`src/rtl/sdw_pkg.sv`:
```
package sdw_pkg;
    typedef enum logic [3:0] {
        CMD_NOP = 4'b0111,
        CMD_ACT = 4'b0011,
        CMD_WR  = 4'b0100,
        CMD_PRE = 4'b0010
    } sd_cmd_e;

    // round up, never below one cycle
    function automatic int unsigned gap_cycles(input int unsigned t_ps, input int unsigned tck_ps);
        int unsigned c;
        c = (t_ps + tck_ps - 1) / tck_ps;
        return (c < 1) ? 1 : c;
    endfunction

    function automatic int unsigned col_width(input int unsigned dev_w);
        return (dev_w >= 16) ? 8 : (dev_w == 8) ? 9 : 10;
    endfunction

    function automatic int unsigned mask_width(input int unsigned dev_w);
        return (dev_w >= 16) ? 2 : 1;
    endfunction
endpackage

```
`src/rtl/sdw_gap_timer.sv`:
```
module sdw_gap_timer #(
    parameter int unsigned CYCLES = 2
) (
    input  logic clk,
    input  logic rst_n,
    input  logic load,
    output logic due_next
);
    localparam int unsigned CW = (CYCLES < 2) ? 1 : $clog2(CYCLES + 1);
    localparam logic [CW-1:0] LOAD_V = CW'(CYCLES - 1);

    logic [CW-1:0] cnt;

    always_ff @(posedge clk) begin
        if (!rst_n)          cnt <= '0;
        else if (load)       cnt <= LOAD_V;
        else if (cnt != '0)  cnt <= cnt - 1'b1;
    end

    // high when the gap has elapsed by the next cycle
    assign due_next = load ? (CYCLES <= 1) : (cnt <= CW'(1));
endmodule

```
`src/rtl/sdw_pin_mux.sv`:
```
module sdw_pin_mux
    import sdw_pkg::*;
#(
    parameter int unsigned ROW_W   = 12,
    parameter int unsigned BANK_W  = 2,
    parameter int unsigned COL_W   = 8,
    parameter bit          PRE_ALL = 1'b0
) (
    input  sd_cmd_e           cmd,
    input  logic [BANK_W-1:0] bank,
    input  logic [ROW_W-1:0]  row,
    input  logic [COL_W-1:0]  col,
    output logic [ROW_W-1:0]  addr,
    output logic [BANK_W-1:0] ba
);
    always_comb begin
        addr = '0;
        ba   = '0;
        unique case (cmd)
            CMD_ACT: begin
                addr = row;
                ba   = bank;
            end
            CMD_WR: begin
                addr[COL_W-1:0] = col;
                addr[10]        = 1'b0;
                ba              = bank;
            end
            CMD_PRE: begin
                addr[10] = PRE_ALL;
                ba       = PRE_ALL ? '0 : bank;
            end
            default: ;
        endcase
    end
endmodule

```
`src/rtl/sdram_single_writer.sv`:
```
module sdram_single_writer
    import sdw_pkg::*;
#(
    parameter int unsigned DEV_WIDTH = 16,
    parameter int unsigned BANK_W    = 2,
    parameter int unsigned ROW_W     = 12,
    parameter int unsigned T_CK_PS   = 7500,
    parameter int unsigned T_RCD_PS  = 15000,
    parameter int unsigned T_RAS_PS  = 37000,
    parameter int unsigned T_RC_PS   = 60000,
    parameter int unsigned T_RP_PS   = 15000,
    parameter int unsigned T_WR_PS   = 15000,
    parameter bit          PRE_ALL   = 1'b0,
    localparam int unsigned COL_W    = col_width(DEV_WIDTH),
    localparam int unsigned DQM_W    = mask_width(DEV_WIDTH)
) (
    input  logic                 clk,
    input  logic                 rst_n,
    input  logic                 req_valid,
    input  logic [BANK_W-1:0]    req_bank,
    input  logic [ROW_W-1:0]     req_row,
    input  logic [COL_W-1:0]     req_col,
    input  logic [DEV_WIDTH-1:0] req_data,
    input  logic [DQM_W-1:0]     req_mask,
    output logic                 busy,
    output logic                 done,
    output logic                 sd_cke,
    output logic                 sd_cs_n,
    output logic                 sd_ras_n,
    output logic                 sd_cas_n,
    output logic                 sd_we_n,
    output logic [ROW_W-1:0]     sd_addr,
    output logic [BANK_W-1:0]    sd_ba,
    output logic [DQM_W-1:0]     sd_dqm,
    output logic [DEV_WIDTH-1:0] sd_dq_out,
    output logic                 sd_dq_oe
);
    localparam int unsigned N_RCD = gap_cycles(T_RCD_PS, T_CK_PS);
    localparam int unsigned N_RAS = gap_cycles(T_RAS_PS, T_CK_PS);
    localparam int unsigned N_RC  = gap_cycles(T_RC_PS,  T_CK_PS);
    localparam int unsigned N_RP  = gap_cycles(T_RP_PS,  T_CK_PS);
    localparam int unsigned N_WR  = gap_cycles(T_WR_PS,  T_CK_PS);

    localparam int TM_RCD = 0, TM_RAS = 1, TM_RC = 2, TM_WR = 3, TM_RP = 4, TM_COUNT = 5;
    localparam int unsigned GAP_CYC [TM_COUNT] = '{N_RCD, N_RAS, N_RC, N_WR, N_RP};

    typedef enum logic [2:0] {
        S_IDLE, S_ACT, S_WAIT_RCD, S_WRITE, S_WAIT_PRE, S_PRE, S_WAIT_RC
    } seq_state_e;

    seq_state_e state, state_nx;
    sd_cmd_e    cmd;

    logic [BANK_W-1:0]    bank_q;
    logic [ROW_W-1:0]     row_q;
    logic [COL_W-1:0]     col_q;
    logic [DEV_WIDTH-1:0] data_q;
    logic [DQM_W-1:0]     mask_q;
    logic                 done_q;

    logic [TM_COUNT-1:0] gap_load, gap_due;

    // ---------------- gap timers ----------------
    always_comb begin
        gap_load         = '0;
        gap_load[TM_RCD] = (state == S_ACT);
        gap_load[TM_RAS] = (state == S_ACT);
        gap_load[TM_RC]  = (state == S_ACT);
        gap_load[TM_WR]  = (state == S_WRITE);
        gap_load[TM_RP]  = (state == S_PRE);
    end

    for (genvar gi = 0; gi < TM_COUNT; gi++) begin : g_gap
        sdw_gap_timer #(.CYCLES(GAP_CYC[gi])) u_gap (
            .clk      (clk),
            .rst_n    (rst_n),
            .load     (gap_load[gi]),
            .due_next (gap_due[gi])
        );
    end

    // ---------------- next state ----------------
    always_comb begin
        state_nx = state;
        unique case (state)
            S_IDLE:              if (req_valid) state_nx = S_ACT;
            S_ACT, S_WAIT_RCD:   state_nx = gap_due[TM_RCD] ? S_WRITE : S_WAIT_RCD;
            S_WRITE, S_WAIT_PRE: state_nx = (gap_due[TM_WR] && gap_due[TM_RAS]) ? S_PRE : S_WAIT_PRE;
            S_PRE, S_WAIT_RC:    state_nx = (gap_due[TM_RP] && gap_due[TM_RC]) ? S_IDLE : S_WAIT_RC;
            default:             state_nx = S_IDLE;
        endcase
    end

    // ---------------- state register ----------------
    always_ff @(posedge clk) begin
        if (!rst_n) begin
            state  <= S_IDLE;
            done_q <= 1'b0;
            bank_q <= '0;
            row_q  <= '0;
            col_q  <= '0;
            data_q <= '0;
            mask_q <= '0;
        end else begin
            state  <= state_nx;
            done_q <= (state != S_IDLE) && (state_nx == S_IDLE);
            if (state == S_IDLE && req_valid) begin
                bank_q <= req_bank;
                row_q  <= req_row;
                col_q  <= req_col;
                data_q <= req_data;
                mask_q <= req_mask;
            end
        end
    end

    // ---------------- outputs ----------------
    always_comb begin
        cmd       = CMD_NOP;
        sd_dqm    = '1;
        sd_dq_oe  = 1'b0;
        sd_dq_out = '0;
        unique case (state)
            S_ACT:   cmd = CMD_ACT;
            S_WRITE: begin
                cmd       = CMD_WR;
                sd_dqm    = mask_q;
                sd_dq_oe  = 1'b1;
                sd_dq_out = data_q;
            end
            S_PRE:   cmd = CMD_PRE;
            default: ;
        endcase
    end

    assign {sd_cs_n, sd_ras_n, sd_cas_n, sd_we_n} = cmd;
    assign sd_cke = 1'b1;
    assign busy   = (state != S_IDLE);
    assign done   = done_q;

    sdw_pin_mux #(
        .ROW_W(ROW_W), .BANK_W(BANK_W), .COL_W(COL_W), .PRE_ALL(PRE_ALL)
    ) u_pins (
        .cmd  (cmd),
        .bank (bank_q),
        .row  (row_q),
        .col  (col_q),
        .addr (sd_addr),
        .ba   (sd_ba)
    );

    // ---------------- assertions ----------------
    localparam int unsigned AGE_W = $clog2(N_RC + N_RAS + N_RP + N_WR + N_RCD + 2) + 1;
    logic [AGE_W-1:0] act_age, wr_age, pre_age;
    sd_cmd_e          pin_cmd, last_cmd;
    assign pin_cmd = sd_cmd_e'({sd_cs_n, sd_ras_n, sd_cas_n, sd_we_n});

    always_ff @(posedge clk) begin
        if (!rst_n) begin
            act_age  <= '1;
            wr_age   <= '1;
            pre_age  <= '1;
            last_cmd <= CMD_PRE;
        end else begin
            act_age <= (pin_cmd == CMD_ACT) ? AGE_W'(1) : ((&act_age) ? act_age : act_age + 1'b1);
            wr_age  <= (pin_cmd == CMD_WR)  ? AGE_W'(1) : ((&wr_age)  ? wr_age  : wr_age  + 1'b1);
            pre_age <= (pin_cmd == CMD_PRE) ? AGE_W'(1) : ((&pre_age) ? pre_age : pre_age + 1'b1);
            if (pin_cmd != CMD_NOP) last_cmd <= pin_cmd;
        end
    end


    cmd_order_chk: assert property (@(posedge clk) disable iff (!rst_n)
        ((pin_cmd == CMD_WR) |-> last_cmd == CMD_ACT) and
        ((pin_cmd == CMD_PRE) |-> last_cmd == CMD_WR) and
        ((pin_cmd == CMD_ACT) |-> last_cmd == CMD_PRE));

    rcd_gap_chk: assert property (@(posedge clk) disable iff (!rst_n)
        (pin_cmd == CMD_WR) |-> act_age >= AGE_W'(N_RCD));

    pre_gap_chk: assert property (@(posedge clk) disable iff (!rst_n)
        (pin_cmd == CMD_PRE) |-> (act_age >= AGE_W'(N_RAS)) && (wr_age >= AGE_W'(N_WR)));

    act_gap_chk: assert property (@(posedge clk) disable iff (!rst_n)
        (pin_cmd == CMD_ACT) |-> (act_age >= AGE_W'(N_RC)) && (pre_age >= AGE_W'(N_RP)));

    done_pulse_chk: assert property (@(posedge clk) disable iff (!rst_n)
        done |-> !busy && $past(busy) ##1 !done);

    dqm_idle_chk: assert property (@(posedge clk) disable iff (!rst_n)
        (pin_cmd != CMD_WR) |-> (&sd_dqm) && !sd_dq_oe && sd_cke);

    accept_chk: assert property (@(posedge clk) disable iff (!rst_n)
        (req_valid && !busy) |=> pin_cmd == CMD_ACT);
endmodule

```
`config.mk`:
```
export PLATFORM = sky130hd
export DESIGN_NAME = sdram_single_writer
export DESIGN_NICKNAME = d
export VERILOG_FILES = /design/src/rtl/sdw_pkg.sv /design/src/rtl/sdw_gap_timer.sv /design/src/rtl/sdw_pin_mux.sv /design/src/rtl/sdram_single_writer.sv
export SDC_FILE = /design/constraint.sdc
export NUM_CORES = 1
export LEC_CHECK = 0
export BUFFER_PORTS_ARGS = -buffer_cell sky130_fd_sc_hd__buf_4
export CAP_MARGIN = 20
export CORE_AREA = 4 4 103 76
export CTS_BUF_LIST = sky130_fd_sc_hd__clkbuf_16
export CTS_CLUSTER_DIAMETER = 80
export DETAILED_ROUTE_END_ITERATION = 8
export DIE_AREA = 0 0 107 80
export HOLD_SLACK_MARGIN = 0.06
export PLACE_DENSITY = 0.68
export SYNTH_ARGS = -nofsm -noshare
export SYNTH_HDL_FRONTEND = slang
export SYNTH_SLANG_ARGS = --single-unit
```
`constraint.sdc`:
```
create_clock -name clk -period 1.25 [get_ports clk]
set_input_delay 0 -clock clk [delete_from_list [all_inputs] [get_ports clk]]
set_output_delay 0 -clock clk [all_outputs]
set_load 0.02 [all_outputs]
```
# ---- Word level (Yosys, flattened, before mapping)
# Cells that the tools add are included.
dict set report classes {
  bitwise_logic 1
  n_mux 29
  magnitude_cmp 5
  reduce_logical 24
  n_addsub 5
  eq_ne 9
}
# cell n
set ops {}
lappend ops {{$mux 3} 6}
lappend ops {{$mux 1} 16}
lappend ops {{$mux 16} 1}
lappend ops {{$pmux 8 s2} 1}
lappend ops {{$reduce_bool 2->1} 8}
lappend ops {{$eq 3x2->1 const B} 4}
lappend ops {{$eq 3x3->1 const B} 4}
lappend ops {{$pmux 3 s4} 1}
lappend ops {{$reduce_or 2->1} 6}
lappend ops {{$pmux 3 s3} 1}
lappend ops {{$le 2x1->1 const B} 3}
lappend ops {{$logic_not 3->1} 2}
lappend ops {{$mux 2} 3}
lappend ops {{$reduce_bool 3->1} 2}
lappend ops {{$sub 2x1->2 const B} 3}
lappend ops {{$le 4x1->1 const B} 1}
lappend ops {{$logic_and 1x1->1} 4}
lappend ops {{$reduce_bool 4->1} 1}
lappend ops {{$sub 4x1->4 const B} 1}
lappend ops {{$eq 3x1->1 const B} 1}
lappend ops {{$le 3x1->1 const B} 1}
lappend ops {{$reduce_or 3->1} 1}
lappend ops {{$sub 3x1->3 const B} 1}
lappend ops {{$not 1->1} 1}
dict set report word_totals {
  ff_bits 57
  in_bits 43
  elab_cells 90
}

# ---- Logic depth before layout (Yosys ltp)
dict set report logic_depth {
  depth_word 7
  mapped_depth 7
}

# ---- Hierarchy
# Synthesis repeated with hierarchy kept, for this count alone.
dict set report unflattened {
  hier_cells 352
  hier_area_um2 3000.4
}
# module area_per_inst_um2 instances seq_area_each_um2 cells_per_inst
set by_module_without_submodules {}
lappend by_module_without_submodules {sdram_single_writer 1904.3 1 880.8 232}
lappend by_module_without_submodules {{sdw_gap_timer at g_gap[0].u_gap ...} 122.6 3 40.0 13}
lappend by_module_without_submodules {sdw_pin_mux 299.0 1 0.0 39}
lappend by_module_without_submodules {{sdw_gap_timer at g_gap[2].u_gap} 235.2 1 80.1 22}
lappend by_module_without_submodules {{sdw_gap_timer at g_gap[1].u_gap} 193.9 1 60.1 20}

# ---- Worst setup path before layout
# No wires, ideal clock.
dict set report synth_path {
  kind {flip-flop to flip-flop}
  startpoint {reg g_gap[2].u_gap.cnt[0]}
  endpoint {reg g_gap[2].u_gap.cnt[1]}
  period_less_slack_ns 1.316
  slack_ns -0.066
  setup_ns 0.115
  stages_incl_launch_ff 6
  path_buffers 0
  arrival_time_ns 1.201
  cell_sequence {dfxtp_1 > inv_1 > ha_1 > nor3b_1 > mux2i_1 > o21a_1}
}
dict set report synth_via {
  elab_chain_len 3
  elab_cells_between_ends 5
  classes_between {add/sub: 1; mux: 2; reduce/logical: 2}
}
# item line_no
set synth_rtl {}
lappend synth_rtl {{start: declaration} sdw_gap_timer.sv:12} ;# logic [CW-1:0] cnt;
lappend synth_rtl {{start signal: assignment} sdw_gap_timer.sv:17} ;# else if (cnt != '0) cnt <= cnt - 1'b1;
lappend synth_rtl {{$sub 4x1->4} sdw_gap_timer.sv:17}
lappend synth_rtl {{$mux 3} sdw_gap_timer.sv:17}
lappend synth_rtl {{$mux 3} sdw_gap_timer.sv:16} ;# else if (load) cnt <= LOAD_V;
# Several ways; a longest one is shown, not always the timed one. The select of a mux whose other input is x is not followed.
# A chain may end at the register's enable or synchronous reset.

# ---- Final worst setup path
dict set report layout_path {
  startpoint {reg state[2]}
  endpoint {out sd_addr[0]}
}
dict set report layout_via {
  elab_chain_len 4
  elab_cells_between_ends 7
  classes_between {eq/ne: 5; mux: 2}
}
# item line_no
set layout_rtl {}
lappend layout_rtl {{start: declaration} sdram_single_writer.sv:51} ;# seq_state_e state, state_nx;
lappend layout_rtl {{start signal: assignment} sdram_single_writer.sv:105} ;# state <= state_nx;
lappend layout_rtl {{$eq 3x3->1 (tied with other cells)} sdram_single_writer.sv:123} ;# unique case (state)
lappend layout_rtl {{$pmux 3 s3 *} sdram_single_writer.sv:123}
lappend layout_rtl {{$eq 3x3->1 / $eq 3x2->1 (equally long branches)} sdw_pin_mux.sv:19} ;# unique case (cmd)
lappend layout_rtl {{$pmux 8 s2 *} sdw_pin_mux.sv:19}
lappend layout_rtl {{end: declaration} sdram_single_writer.sv:32} ;# output logic [ROW_W-1:0] sd_addr,
# Every way passes the cells marked *; elsewhere a longest branch is shown, timed or not.

==> impl_results.md <==
* CTS tree: yes
* Setup ws final at -0.409 ns
* Ports at 83
* Worst setup path category: flip-flop to output port
* Critical path, cell by cell: buf_6 -> nor3b_4 -> buf_4 -> buf_6 -> a22o_1 -> buf_6
* Drt pass-1 iters at 5
* CP arrival at 1.66 ns
* Mean Syn Cell Area at 8.20 µm²
* Clk sinks at 57
* H-tree Lvls at 3
* P per Cell Area at 1920 nW/µm²
* GR Util All Layers at 26.5%
* DR WL/cell at 20.3 µm
* FF+latch count, synth at 57
* CORE AREA at 6690 µm²
* Global-route wire length before repair at 17100 µm
* RePlAce Congestion at 0.769
* Row count at 25
* Type of origin of the critical path: flip-flop
* Die Area at 8560 µm²
* Final net count at 561
* Total CTS buffers at 9
* Worst Hold Class: input pin to flip-flop
* Via count at 3206
* Number of global-route vias before repair at 3191
* Post-synth EDFFs at 0
* CP required at 1.25 ns
* Largest family of logic cells by synthesized area: simple AND/OR/NAND/NOR gates
* Static Leakage at 2.36 nW
* Clock skew at 0.00479 ns
* Detail Placement HPWL at 4600 µm
* Initial core utilization at 40.1%
* N_diodes at 0
* YS warnings at 0
* Die height at 80 µm
* Crit path capture type: output port
* Routed WL at 12300 µm
* CP max stage delay at 0.35 ns
* CTS root buf: clkbuf_16
* Count of final hold-check violations at 0
* CP top delay family: buffers and inverters
* Final Slew Violations at 0
* Antenna-violating nets left at 0
* Worst-path maximum fanout at 6
* Crit-path slowest cell: dfxtp_4
* Multiplexer share of the synthesized area at 0.746%
* Commonest non-fill, non-tap cell in the layout: buf_4
* Seq/Total Area, Yosys at 42.5%
* Max capacitance violation total at 0
* Post-Place Worst Slack at -0.0617 ns
* Most used cell, CP: buf_6
* Layout cells sized above 1 at 51.9%
* Synth Area in Simple Gates at 25.4%
* Final worst path period share at 133%
* RSZ-0062 raised after global routing: yes
* Cell count after synthesis at 327
* Multi-input logic area at 1820 µm²
* Synth Net Count at 383
* Residual DRC at 0
* Fin crit period at 1.66 ns
* Buf+Inv Stages, Crit Path at 4
* Port Buffer Count at 80
* DIE WIDTH at 107 µm
* Overflow after GRT at 0
* Failing checks: negative setup slack
* Library cells used by synthesis at 38
* Peak Freq at 0.603 GHz
* Initial antenna violation count at 0
* Reg area at 1160 µm²
* Largest net degree at the start of global routing at 31
* DR iter-0 viols at 223
* Final setup viols at 89
* Layout area overhead at 106%
* Most frequent cells in the layout: buf_4 (72), buf_6 (55), dfxtp_1 (50), nand2_1 (44), dlygate4sd3_1 (41)
* Synthesized area at 2680 µm²
* Dominant synthesized flop cell: dfxtp_1
* Share of synthesized registers carrying an async set or reset at 0%
* Register clock-pin slew on the reported worst setup and hold paths at 0.05 ns
* Post-Synth XOR/XNOR Area at 2.61%
* Complex-gate fraction of the synthesized area at 15.5%
* Adder-Cell Fraction of Synth Area at 6.06%
* Layout fillers at 354
* Tot Pwr at 0.0106 W
* CTS Buffer Depth at 2
* Status: complete, but fails checks
* Via density at 5.32
* Skew-Pair Late Insertion Delay at 0.32 ns
* VDD IR max at 981 µV
[cell type report]
class / count / area share (%)
Clock buffer: 9 / 4.07
Clock inverter: 6 / 0.475
Inverter: 14 / 1.18
Multi-Input combinational cell: 229 / 32.9
Sequential cell: 57 / 20.9
Tap cell: 94 / 2.12
Timing Repair Buffer: 194 / 38.3
[worst register-to-register path, cell delays in order, from the launching register on]
cell	delay [ns]
dfxtp_4	0.35
buf_4	0.15
nor4b_4	0.27
buf_6	0.14
buf_12	0.13
buf_8	0.12
buf_12	0.10
buf_16	0.11
nand3_1	0.08
o21ai_1	0.10
[power breakdown]
| group | switching (W) | internal (W) | total (W) |
|---|---|---|---|
| clock network | 0.000829 | 0.00129 | 0.00212 |
| registers | 0.000418 | 0.00228 | 0.00270 |
| logic | 0.00266 | 0.00314 | 0.00580 |
[synthesized netlist by cell type (all sizes together), types with 2 or more instances]
library cell | number | share of area (%)
nand2b | 3 | 0.70
inv | 14 | 2.0
nor3b | 2 | 0.75
nor3 | 2 | 0.37
mux2i | 2 | 0.75
clkbuf | 13 | 1.9
xnor2 | 3 | 0.98
xor2 | 5 | 1.6
nor2 | 10 | 1.4
nor4b | 2 | 1.2
a21oi | 4 | 0.75
a21boi | 3 | 0.84
ha | 13 | 6.1
conb | 2 | 0.28
a22o | 8 | 2.6
nand3 | 41 | 7.6
o21ai | 43 | 8.0
nor2b | 2 | 0.47
and3 | 4 | 0.93
dfxtp | 57 | 43
buf | 14 | 3.0
o21a | 5 | 1.4
o41ai | 2 | 0.65
and2 | 20 | 4.7
nand2 | 46 | 6.4
[per-stage QoR]
step	std cells	area, µm²	utilization (%)	TNS [ns]	hold slack (ns)
global placement	495	3500	52.3	-0.989	0.215
finish	603	5540	82.7	-25.79	0.123
detailed placement	495	3500	52.3	-1.86	0.220
floorplan	327	2710	-	-0.0104	0.130
CTS	592	5210	77.8	-15.62	0.0780
global route	603	5540	82.7	-30.33	0.123
[worst paths after layout]
check / startpoint / end / slack, ns / cells past startpoint
setup / recovery: state[2]$_SDFF_PN0_ / sd_addr[0] / -0.41 / 6
hold / removal: rst_n / state[1]$_SDFF_PN0_ / 0.12 / 3
setup reg to reg: state[2]$_SDFF_PN0_ / col_q[4]$_SDFFE_PN0P_ / -0.37 / 9
hold reg to reg: data_q[0]$_SDFFE_PN0P_ / data_q[0]$_SDFFE_PN0P_ / 0.44 / 2
[what timing repair did]
item | 4_1_cts | 5_1_grt
gates cloned | 15 | 1
resized for setup | 148 | 98
setup buffers | 26 | 26
pin swaps | 18 | 19
hold buffers | 41 | 0
endpoints found under the hold margin | 41 | 0
endpoints found under the setup margin | 83 | 90
[flip-flops by register name, indices dropped and copies added, names as in the netlist]
register / flops
state: 3
col_q: 8
mask_q: 2
data_q: 16
g_gap.u_gap.cnt: 13
row_q: 12
done: 1
bank_q: 2
[metal layers]
layer / global-route usage (%) / vias up / part of all wire (%)
li1: - / 1475 / -
met1: 32.1 / 1535 / 41
met2: 44.5 / 168 / 49
met3: 8.08 / 28 / 7.4
met4: 9.45 / 0 / 2.2
met5: 0 / - / 0
[cell families after synthesis]
kind of cell             count (synthesis)
AND/OR/NAND/NOR                        135
adder cells (fa/ha/maj)                 13
multiplexers                             2
AO/OA/AOI/OAI                           69
flip-flops                              57
XOR/XNOR                                 8
buffers and inverters                   41
other                                    2
No activity file was read; power rests on OpenSTA's default activity.
